--- config.mk ---
export PLATFORM = sky130hd
export DESIGN_NAME = acc_core
export DESIGN_NICKNAME = d
export VERILOG_FILES = /design/src/rtl/acc_pkg.sv /design/src/rtl/acc_datapath.sv /design/src/rtl/acc_ctrl.sv /design/src/rtl/acc_core.sv
export SDC_FILE = /design/constraint.sdc
export NUM_CORES = 1
export LEC_CHECK = 0
export BUFFER_PORTS_ARGS = -buffer_cell sky130_fd_sc_hd__buf_2
export CORE_AREA = 2 2 163 85
export CTS_BUF_LIST = sky130_fd_sc_hd__clkbuf_4 sky130_fd_sc_hd__clkbuf_8
export CTS_CLUSTER_SIZE = 12
export DETAILED_ROUTE_END_ITERATION = 7
export DIE_AREA = 0 0 165 87
export GPL_ROUTABILITY_DRIVEN = 0
export HOLD_SLACK_MARGIN = 0.06
export PLACE_DENSITY = 0.79
export RECOVER_POWER = 50
export SYNTH_ARGS = -nofsm -noshare
export SYNTH_HDL_FRONTEND = slang
export SYNTH_SLANG_ARGS = --single-unit
--- constraint.sdc ---
create_clock -name clk -period 3.5 [get_ports clk]
set_input_delay 0.35 -clock clk [delete_from_list [all_inputs] [get_ports clk]]
set_output_delay 0.35 -clock clk [all_outputs]
set_load 0.02 [all_outputs]
--- src/rtl/acc_pkg.sv ---
package acc_pkg;

  localparam logic [3:0] OP_LOAD  = 4'd0;
  localparam logic [3:0] OP_ADD   = 4'd1;
  localparam logic [3:0] OP_CMP   = 4'd2;
  localparam logic [3:0] OP_JMP   = 4'd3;
  localparam logic [3:0] OP_JEQ   = 4'd4;
  localparam logic [3:0] OP_JNE   = 4'd5;
  localparam logic [3:0] OP_SETIX = 4'd6;
  localparam logic [3:0] OP_RTI   = 4'd7;
  localparam logic [3:0] OP_END   = 4'd15;

  localparam logic [1:0] MODE_IMM = 2'd0;
  localparam logic [1:0] MODE_DIR = 2'd1;
  localparam logic [1:0] MODE_IND = 2'd2;
  localparam logic [1:0] MODE_IDX = 2'd3;

  typedef enum logic [1:0] {ADDR_MAR, ADDR_SP, ADDR_SPUP} addr_sel_e;

  typedef enum logic [3:0] {
    S_FMAR, S_FINC, S_FMDR, S_FCIR, S_DEC, S_MRD, S_MCAP, S_MIND,
    S_EXEC, S_ICHK, S_PUSH, S_POPRD, S_POPCAP, S_HALT
  } state_e;

  // strobes from sequencer to datapath
  typedef struct packed {
    logic      marFromPc;
    logic      marFromEa;
    logic      marFromMdr;
    logic      pcInc;
    logic      pcJump;
    logic      pcIsr;
    logic      mdrLoad;
    logic      cirLoad;
    logic      execute;
    logic      stackWe;
    logic      spDec;
    logic      spInc;
    logic      popLoad;
    addr_sel_e addrSel;
    logic [1:0] stackIdx;   // 0 pc, 1 acc, 2 ix, 3 status
  } ctrl_t;

endpackage

--- src/rtl/acc_datapath.sv ---
module acc_datapath
  import acc_pkg::*;
#(
  parameter int DATA_W    = 16,
  parameter int ADDR_W    = 10,
  parameter int ISR_ADDR  = 512,
  parameter int STACK_TOP = 1023
) (
  input  logic              clk,
  input  logic              rstN,
  input  ctrl_t             ctrl,
  output logic [3:0]        opcode,
  output logic [1:0]        mode,
  output logic              flagEq,
  output logic [ADDR_W-1:0] memAddr,
  output logic              memWe,
  output logic [DATA_W-1:0] memWrData,
  input  logic [DATA_W-1:0] memRdData,
  output logic [DATA_W-1:0] accOut
);

  localparam int EXT_W = DATA_W - ADDR_W;

  logic [ADDR_W-1:0] pc, mar, sp;
  logic [DATA_W-1:0] mdr, cir, acc, ix;
  logic              flagCarry;

  logic [ADDR_W-1:0] opnd, effAddr;
  logic [DATA_W-1:0] srcVal, statusWord;
  logic [DATA_W:0]   sum;

  assign opcode = cir[DATA_W-1 -: 4];
  assign mode   = cir[ADDR_W +: 2];
  assign opnd   = cir[ADDR_W-1:0];
  assign accOut = acc;

  assign srcVal     = (mode == MODE_IMM) ? {{EXT_W{1'b0}}, opnd} : mdr;
  assign effAddr    = (mode == MODE_IDX) ? opnd + ix[ADDR_W-1:0] : opnd;
  assign sum        = {1'b0, acc} + {1'b0, srcVal};
  assign statusWord = {{(DATA_W-2){1'b0}}, flagCarry, flagEq};

  always_ff @(posedge clk) begin
    if (!rstN) begin
      pc        <= '0;
      mar       <= '0;
      sp        <= ADDR_W'(STACK_TOP);
      mdr       <= '0;
      cir       <= '0;
      acc       <= '0;
      ix        <= '0;
      flagEq    <= 1'b0;
      flagCarry <= 1'b0;
    end else begin
      if (ctrl.marFromPc)  mar <= pc;
      if (ctrl.marFromEa)  mar <= effAddr;
      if (ctrl.marFromMdr) mar <= mdr[ADDR_W-1:0];
      if (ctrl.pcInc)      pc  <= pc + 1'b1;
      if (ctrl.pcJump)     pc  <= opnd;
      if (ctrl.pcIsr)      pc  <= ADDR_W'(ISR_ADDR);
      if (ctrl.mdrLoad)    mdr <= memRdData;
      if (ctrl.cirLoad)    cir <= mdr;
      if (ctrl.spDec)      sp  <= sp - 1'b1;
      if (ctrl.spInc)      sp  <= sp + 1'b1;
      if (ctrl.execute) begin
        case (opcode)
          OP_LOAD:  acc <= srcVal;
          OP_ADD:   {flagCarry, acc} <= sum;
          OP_CMP:   flagEq <= (acc == srcVal);
          OP_SETIX: ix <= srcVal;
          default:  ;
        endcase
      end
      if (ctrl.popLoad) begin
        case (ctrl.stackIdx)
          2'd0:    pc  <= memRdData[ADDR_W-1:0];
          2'd1:    acc <= memRdData;
          2'd2:    ix  <= memRdData;
          default: {flagCarry, flagEq} <= memRdData[1:0];
        endcase
      end
    end
  end

  always_comb begin
    case (ctrl.addrSel)
      ADDR_SP:   memAddr = sp;
      ADDR_SPUP: memAddr = sp + 1'b1;
      default:   memAddr = mar;
    endcase
    case (ctrl.stackIdx)
      2'd0:    memWrData = {{EXT_W{1'b0}}, pc};
      2'd1:    memWrData = acc;
      2'd2:    memWrData = ix;
      default: memWrData = statusWord;
    endcase
  end

  assign memWe = ctrl.stackWe;

endmodule

--- src/rtl/acc_ctrl.sv ---
module acc_ctrl
  import acc_pkg::*;
(
  input  logic       clk,
  input  logic       rstN,
  input  logic       irqReq,
  input  logic       irqHigh,
  input  logic [3:0] opcode,
  input  logic [1:0] mode,
  input  logic       flagEq,
  output ctrl_t      ctrl,
  output logic       halted
);

  state_e     state, nextState;
  logic [1:0] idx;
  logic       indPending, inService;
  logic       takeIrq, memOperand;

  assign takeIrq    = irqReq && irqHigh && !inService;
  assign memOperand = (opcode == OP_LOAD || opcode == OP_ADD ||
                       opcode == OP_CMP  || opcode == OP_SETIX) && (mode != MODE_IMM);
  assign halted     = (state == S_HALT);

  always_ff @(posedge clk) begin
    if (!rstN) begin
      state      <= S_FMAR;
      idx        <= '0;
      indPending <= 1'b0;
      inService  <= 1'b0;
    end else begin
      state <= nextState;
      case (state)
        S_DEC: begin
          if (opcode == OP_RTI) idx <= 2'd3;
          indPending <= memOperand && (mode == MODE_IND);
        end
        S_MIND: indPending <= 1'b0;
        S_ICHK: if (takeIrq) begin
          idx       <= 2'd0;
          inService <= 1'b1;
        end
        S_PUSH:   idx <= idx + 1'b1;
        S_POPCAP: begin
          idx <= idx - 1'b1;
          if (idx == 2'd0) inService <= 1'b0;
        end
        default: ;
      endcase
    end
  end

  always_comb begin
    ctrl      = '0;
    nextState = state;
    case (state)
      S_FMAR: begin ctrl.marFromPc = 1'b1; nextState = S_FINC; end
      S_FINC: begin ctrl.pcInc = 1'b1; nextState = S_FMDR; end
      S_FMDR: begin ctrl.mdrLoad = 1'b1; nextState = S_FCIR; end
      S_FCIR: begin ctrl.cirLoad = 1'b1; nextState = S_DEC; end
      S_DEC: begin
        if (opcode == OP_END)      nextState = S_HALT;
        else if (opcode == OP_RTI) nextState = S_POPRD;
        else if (memOperand) begin
          ctrl.marFromEa = 1'b1;
          nextState      = S_MRD;
        end else nextState = S_EXEC;
      end
      S_MRD:  nextState = S_MCAP;
      S_MCAP: begin
        ctrl.mdrLoad = 1'b1;
        nextState    = indPending ? S_MIND : S_EXEC;
      end
      S_MIND: begin ctrl.marFromMdr = 1'b1; nextState = S_MRD; end
      S_EXEC: begin
        ctrl.execute = 1'b1;
        ctrl.pcJump  = (opcode == OP_JMP) ||
                       (opcode == OP_JEQ && flagEq) ||
                       (opcode == OP_JNE && !flagEq);
        nextState    = S_ICHK;
      end
      S_ICHK: nextState = takeIrq ? S_PUSH : S_FMAR;
      S_PUSH: begin
        ctrl.stackWe  = 1'b1;
        ctrl.spDec    = 1'b1;
        ctrl.addrSel  = ADDR_SP;
        ctrl.stackIdx = idx;
        if (idx == 2'd3) begin
          ctrl.pcIsr = 1'b1;
          nextState  = S_FMAR;
        end
      end
      S_POPRD: begin
        ctrl.addrSel = ADDR_SPUP;
        ctrl.spInc   = 1'b1;
        nextState    = S_POPCAP;
      end
      S_POPCAP: begin
        ctrl.popLoad  = 1'b1;
        ctrl.stackIdx = idx;
        nextState     = (idx == 2'd0) ? S_ICHK : S_POPRD;
      end
      default: nextState = S_HALT;
    endcase
  end

endmodule

--- src/rtl/acc_core.sv ---
module acc_core
  import acc_pkg::*;
#(
  parameter int DATA_W    = 16,
  parameter int ISR_ADDR  = 512,
  parameter int STACK_TOP = 1023
) (
  input  logic              clk,
  input  logic              rstN,
  output logic [DATA_W-7:0] memAddr,
  output logic              memWe,
  output logic [DATA_W-1:0] memWrData,
  input  logic [DATA_W-1:0] memRdData,
  input  logic              irqReq,
  input  logic              irqHigh,
  output logic              halted,
  output logic [DATA_W-1:0] accOut
);

  localparam int ADDR_W = DATA_W - 6;

  ctrl_t      ctrl;
  logic [3:0] opcode;
  logic [1:0] mode;
  logic       flagEq;

  acc_ctrl i_ctrl (
    .clk(clk), .rstN(rstN), .irqReq(irqReq), .irqHigh(irqHigh),
    .opcode(opcode), .mode(mode), .flagEq(flagEq),
    .ctrl(ctrl), .halted(halted)
  );

  acc_datapath #(
    .DATA_W(DATA_W), .ADDR_W(ADDR_W),
    .ISR_ADDR(ISR_ADDR), .STACK_TOP(STACK_TOP)
  ) i_datapath (
    .clk(clk), .rstN(rstN), .ctrl(ctrl),
    .opcode(opcode), .mode(mode), .flagEq(flagEq),
    .memAddr(memAddr), .memWe(memWe), .memWrData(memWrData),
    .memRdData(memRdData), .accOut(accOut)
  );

endmodule

======== After elaboration in Yosys (flattened, before gate mapping) ========
Cells that the tools add are included.
cells by class
  reduce and logical (&&, ||, !) cells .... 29
  add/sub/neg operators ................... 7
  muxes and demuxes ....................... 63
  equality and inequality tests ........... 33
operators by type and width
  kind                                                                      count
  16-bit 2-to-1 mux                                                         8
  10-bit 2-to-1 mux                                                         11
  4-bit case mux with 13 select lines                                       1
  16-bit case mux with 3 select lines                                       1
  4-bit by 3-bit == test with 1-bit output (second input constant)          8
  16-bit case mux with 2 select lines                                       1
  4-bit == test (second input constant)                                     7
  1-bit 2-to-1 mux                                                          25
  4-bit 2-to-1 mux                                                          6
  10-bit by 1-bit adder with 10-bit output (second input constant)          2
  10-bit case mux with 2 select lines                                       1
  16-bit by 16-bit adder with 17-bit output                                 1
  16-bit == test                                                            1
  4-bit by 2-bit == test with 1-bit output (second input constant)          4
  10-bit adder                                                              1
  2-bit == test (second input constant)                                     5
  2-bit 2-to-1 mux                                                          5
  10-bit by 1-bit subtractor with 10-bit output (second input constant)     1
  4-bit by 1-bit == test with 1-bit output (second input constant)          2
  4-bit zero test                                                           2
  2-bit by 1-bit inequality test with 1-bit output (second input constant)  4
  2-bit case mux with 4 select lines                                        1
  2-bit nonzero test                                                        4
  1-bit logical AND                                                         6
  other kinds (13)                                                          24
storage, ports and cells
  input port bits ......................... 20
  logic and storage cells ................. 145
  output and inout port bits .............. 44
  register bits ........................... 104

======== Longest topological paths before layout ========
  word-level depth ........................ 11
  depth in mapped cells ................... 14
  gate-level depth less buffers ........... 12

======== Cells and area by module ========
From an unflattened synthesis, not the netlist that was laid out.
unflattened totals
  cells, all modules ...................... 971
  area, all modules ....................... 7556.0 sq um
by module, submodules not included
  module        area each (sq um)  instances  cells an instance  sequential area each (sq um)
  acc_datapath  6618.8             1          861                1921.8
  acc_ctrl      937.1              1          110                160.2

======== Worst setup path before layout ========
No wires, ideal clock.
  path kind ............................... reg-to-reg
  start ................................... reg i_datapath.cir[11]
  end ..................................... reg i_datapath.flagCarry
  required time ........................... 3385 ps
  setup time .............................. 115 ps
  stages on the path, launching flop included .. 15
  arrival ................................. 3074 ps
  period minus slack after synthesis ...... 3190 ps
  slack ................................... 310 ps
  path buffers ............................ 2
  path through ............................ dfxtp_1 -> clkbuf_1 -> nor2_1 -> buf_2 -> mux2i_1 -> inv_1 -> ha_1 -> fa_1 -> nand3_1 -> a21oi_1 -> o21a_1 -> o21ai_0 -> a21oi_1 -> or4_1 -> and3_1
between the ends
  cells in the longest elaborated chain, start to end .. 7
ends and longest elaborated chain
  element                                      line                text
  start: declaration                           acc_datapath.sv:25  logic [DATA_W-1:0] mdr, cir, acc, ix;
  start signal: assignment                     acc_datapath.sv:61  if (ctrl.cirLoad) cir <= mdr;
  2-bit zero test *                            acc_datapath.sv:37  assign srcVal = (mode == MODE_IMM) ? {{EXT_W{1'b0}}, opnd} : mdr;
  16-bit 2-to-1 mux *                          acc_datapath.sv:37
  16-bit by 16-bit adder with 17-bit output *  acc_datapath.sv:39  assign sum = {1'b0, acc} + {1'b0, srcVal};
  1-bit 2-to-1 mux *                           acc_datapath.sv:65  case (opcode)
  1-bit 2-to-1 mux *                           acc_datapath.sv:64  if (ctrl.execute) begin
  1-bit 2-to-1 mux                             acc_datapath.sv:74  case (ctrl.stackIdx)
  1-bit 2-to-1 mux *                           acc_datapath.sv:73  if (ctrl.popLoad) begin
  end signal: assignment                       acc_datapath.sv:67  OP_ADD: {flagCarry, acc} <= sum;
  end signal: assignment                       acc_datapath.sv:78  default: {flagCarry, flagEq} <= memRdData[1:0];
  end: declaration                             acc_datapath.sv:26  logic flagCarry;
Every way passes the cells marked *; elsewhere a longest branch is shown, timed or not.
A chain may end at the register's enable or synchronous reset.

======== Worst setup path in the final report ========
  start ................................... reg i_datapath.cir[10]
  end ..................................... reg i_datapath.acc[11] (netlist: i_datapath.accOut[11])
between the ends
  cells in the longest elaborated chain, start to end .. 7
ends and longest elaborated chain
  element                                    line                text
  2-bit zero test *                          acc_datapath.sv:37
  16-bit 2-to-1 mux *                        acc_datapath.sv:37
  16-bit by 16-bit adder with 17-bit output  acc_datapath.sv:39
  16-bit case mux with 2 select lines *      acc_datapath.sv:65
  16-bit 2-to-1 mux *                        acc_datapath.sv:64
  16-bit 2-to-1 mux                          acc_datapath.sv:74
  16-bit 2-to-1 mux *                        acc_datapath.sv:73
  end signal: assignment                     acc_datapath.sv:66  OP_LOAD: acc <= srcVal;
  end signal: assignment                     acc_datapath.sv:67
  end signal: assignment                     acc_datapath.sv:76  2'd1: acc <= memRdData;
  end: declaration                           acc_datapath.sv:25
Marks and branches as above.

==> metrics.md <==
| Metric | Value |
|---|---|
| Final Skew | `16.96 ps` |
| Clock slew at reported path FFs | `120 ps` |
| Flop-to-flop setup slack | `around 100 ps` |
| Post-CTS sizing | `0` |
| Post-synth top area share | `about 27%` |
| CTS sink count | `104` |
| Antenna-violating nets left | `0` |
| Hold bufs inserted after CTS | `0` |
| DRC | `0` |
| Grt total ovfl | `0` |
| Postcts setup bufs | `0` |
| Total I/O pin count | `64` |
| Critical Path AT | `3720 ps` |
| EDFF count, synth | `0` |
| Crit start category | `flop` |
| Tot Pwr | `2.545 mW` |
| Register area share after synthesis | `between 20 and 30%` |
| Share of cells above drive strength 1 | `9.458%` |
| Die extent in x | `165 microns` |
| Commonest non-fill, non-tap cell in the layout | `nand2_1` |
| Pre-antenna DRT Iters | `6` |
| WS Path Type | `flop to flop` |
| Final hold vios | `0` |
| Worst Setup EP | `i_datapath.accOut[11]` |
| Finish-stage setup viols | `0` |
| Hold_ws | `around 210 ps` |
| Post-synthesis cell count | `1051` |
| Final net count | `1139` |
| Area grow syn2layout | `7.999%` |
| I/O Buffers | `63` |
| Largest net degree at the start of global routing | `31` |
| Synth Flop Type | `dfxtp_1` |
| Fill cells | `1203` |
| Max-slew headroom | `between 20% and 30%` |
| Worst R2R Path Depth | `12` |
| HPWL Detailed | `20820 microns` |
| Reg-to-Reg Start | `i_datapath.cir[10]` |
| Ys async rst share | `0%` |
| DR vias/cell | `6.715` |
| CP max FO | `11` |
| Fin area | `0.008278 sq mm` |
| Vias in the first global route | `around 7.1k` |
| Setup crit end kind | `flop` |
| Worst Setup SP | `i_datapath.cir[10]` |
| Vias | `around 8.5k` |
| Global Route met3 Usage | `16.71%` |
| Synth top area cells | `dfxtp_1 (27%), nand2_1 (9.5%), o21ai_0 (5.7%)` |
| CTS tree | `yes` |
| Final WL | `27440 microns` |
| Yosys cell types | `71` |
| Max IR drop VDD | `0.2400 mV` |
| Class of the worst hold path | `input port to flop` |
| Worst path required time | `3820 ps` |
| Leakage | `3.277 nW` |
| Max clock buf depth | `2` |
| # rows | `30` |
| Die extent in y | `around 87 microns` |
| #FFs+latches synth | `roughly 100` |
| RSZ-0062 raised after global routing | `false` |
| Wire per inst | `21.69 microns` |
| PwrDens | `307.5 mW/mm^2` |
| Syn Nets | `1106` |
| Most frequent cells in the layout | `nand2_1 (194), dfxtp_1 (104), o21ai_0 (88)` |
| Initial antenna violation count | `0` |
| Gr usage total | `between 30% and 40%` |
| Peak Freq | `294.1 MHz` |
| Final period utilization | `97.14%` |
| # diodes | `0` |
| Met2 global-route usage | `46.40%` |
| Mapped cell area | `0.007665 sq mm` |
| Clock period minus worst slack | `3400 ps` |
| Max Cap Violations | `0` |
| Tightest Pin Transition | `1120 ps` |
| H-tree Lvls | `3` |
| Clock root cell | `clkbuf_8` |
| TNS Setup | `0 ps` |
| Status | `completed` |
| Util after Layout | `63.19%` |
| Clk Latency, worst-skew pair | `400 ps` |
| TritonCTS Buffers | `9` |
| Area after DPL | `about 0.0081 sq mm` |
| Total die area | `about 0.014 sq mm` |
| Grt peak-use layer | `met1` |
| Met1 Use GR | `58.45%` |
| Initial Util | `just under 60%` |
| Largest area contributor in the netlist | `dfxtp_1` |
| First DRT Iteration DRCs | `1483` |
| First-pass GRT wire length | `41350 microns` |
| Pins Over Slew Limit | `0` |
| Core area | `0.01310 sq mm` |
| Avg Inst Size Synth | `7.293 sq um` |
| Reg-to-reg endpoint | `i_datapath.accOut[11]` |
| Synth warnings | `0` |
## state kept, by name, summed over array words and instances, names as in the netlist
name                  flops
i_ctrl.idx                2
i_ctrl.inService          1
i_ctrl.indPending         1
i_ctrl.state              4
i_datapath.accOut        16
i_datapath.cir           16
i_datapath.flagCarry      1
i_datapath.flagEq         1
i_datapath.ix            16
i_datapath.mar           10
i_datapath.mdr           16
i_datapath.pc            10
i_datapath.sp            10
## critical path, stage by stage (launching register included)
cell	delay (ps)
dfxtp_1	330
nor2_1	160
buf_4	270
mux2i_1	340
inv_1	130
ha_1	330
a211oi_1	430
o211ai_1	250
a41oi_1	250
maj3_1	330
xnor2_1	120
o21a_1	180
o31ai_1	180
## where the power goes
| group | switching [mW] | leakage (nW) | total, mW | internal [mW] |
|---|---|---|---|---|
| clock | 0.495 | 0.0929 | 0.768 | 0.274 |
| sequential | 0.0827 | 0.841 | 1.32 | 1.24 |
| combinational | 0.296 | 2.34 | 0.459 | 0.163 |
| total | 0.873 | 3.28 | 2.55 | 1.67 |
## how the worst min path moves through the flow
stage	from	to	slack, ps	depth (start not counted)
3_5_place_dp	i_ctrl.inService	i_ctrl.inService	480	2
4_1_cts	memRdData[14]	i_datapath.mdr[14]	220	3
2_1_floorplan	i_ctrl.inService	i_ctrl.inService	440	2
5_1_grt	memRdData[11]	i_datapath.mdr[11]	220	3
3_3_place_gp	i_ctrl.inService	i_ctrl.inService	450	2
6_report	memRdData[14]	i_datapath.mdr[14]	210	3
## cells in the mapped netlist, types with 11 or more instances
| library cell | n |
|---|---|
| mux2i_1 | 19 |
| nor2_1 | 71 |
| nand3_1 | 22 |
| dfxtp_1 | 104 |
| xor2_1 | 11 |
| and2_1 | 12 |
| o211ai_1 | 25 |
| a21oi_1 | 58 |
| a22oi_1 | 31 |
| ha_1 | 33 |
| a31oi_1 | 25 |
| nand2_1 | 194 |
| clkbuf_1 | 52 |
| inv_1 | 27 |
| and3_1 | 13 |
| a21boi_0 | 45 |
| nor3_1 | 14 |
| o21ai_0 | 88 |
| xnor2_1 | 19 |
| nor2b_1 | 36 |
## through the flow
step	worst slack (ps)	instances
final	100.1	1265
after global routing	30.68	1265
after CTS	239.6	1265
after detailed placement	289.0	1249
after global placement	418.8	1249
after floorplan	310.3	1051
## routing by layer
layer | vias to the layer above | wire length [microns]
li1 | 3845 | -
met1 | 3897 | 12270
met2 | 664 | 9700
met3 | 86 | 4832
met4 | 2 | 588
met5 | - | 54
## kinds of logic after synthesis
family | count (synthesis) | synth area share, %
simple gates | 419 | 26.10
buf+inv | 93 | 4.865
flops | 104 | 27.16
fa+ha+maj | 36 | 6.040
xor+xnor | 30 | 3.428
mux | 19 | 2.481
compound gates | 350 | 29.92
## final cells by class
class                           instances  area, sq um  share of cell area, %
Multi-Input combinational cell        854         5218                  63.03
Sequential cell                       104         2082                  25.15
Timing Repair Buffer                   88        474.2                  5.729
Tap cell                              176        220.2                  2.660
Clock buffer                            9        123.9                  1.496
Inverter                               27        101.3                  1.224
Clock inverter                          7        58.81                 0.7104
(Power assumes the default switching activity.)
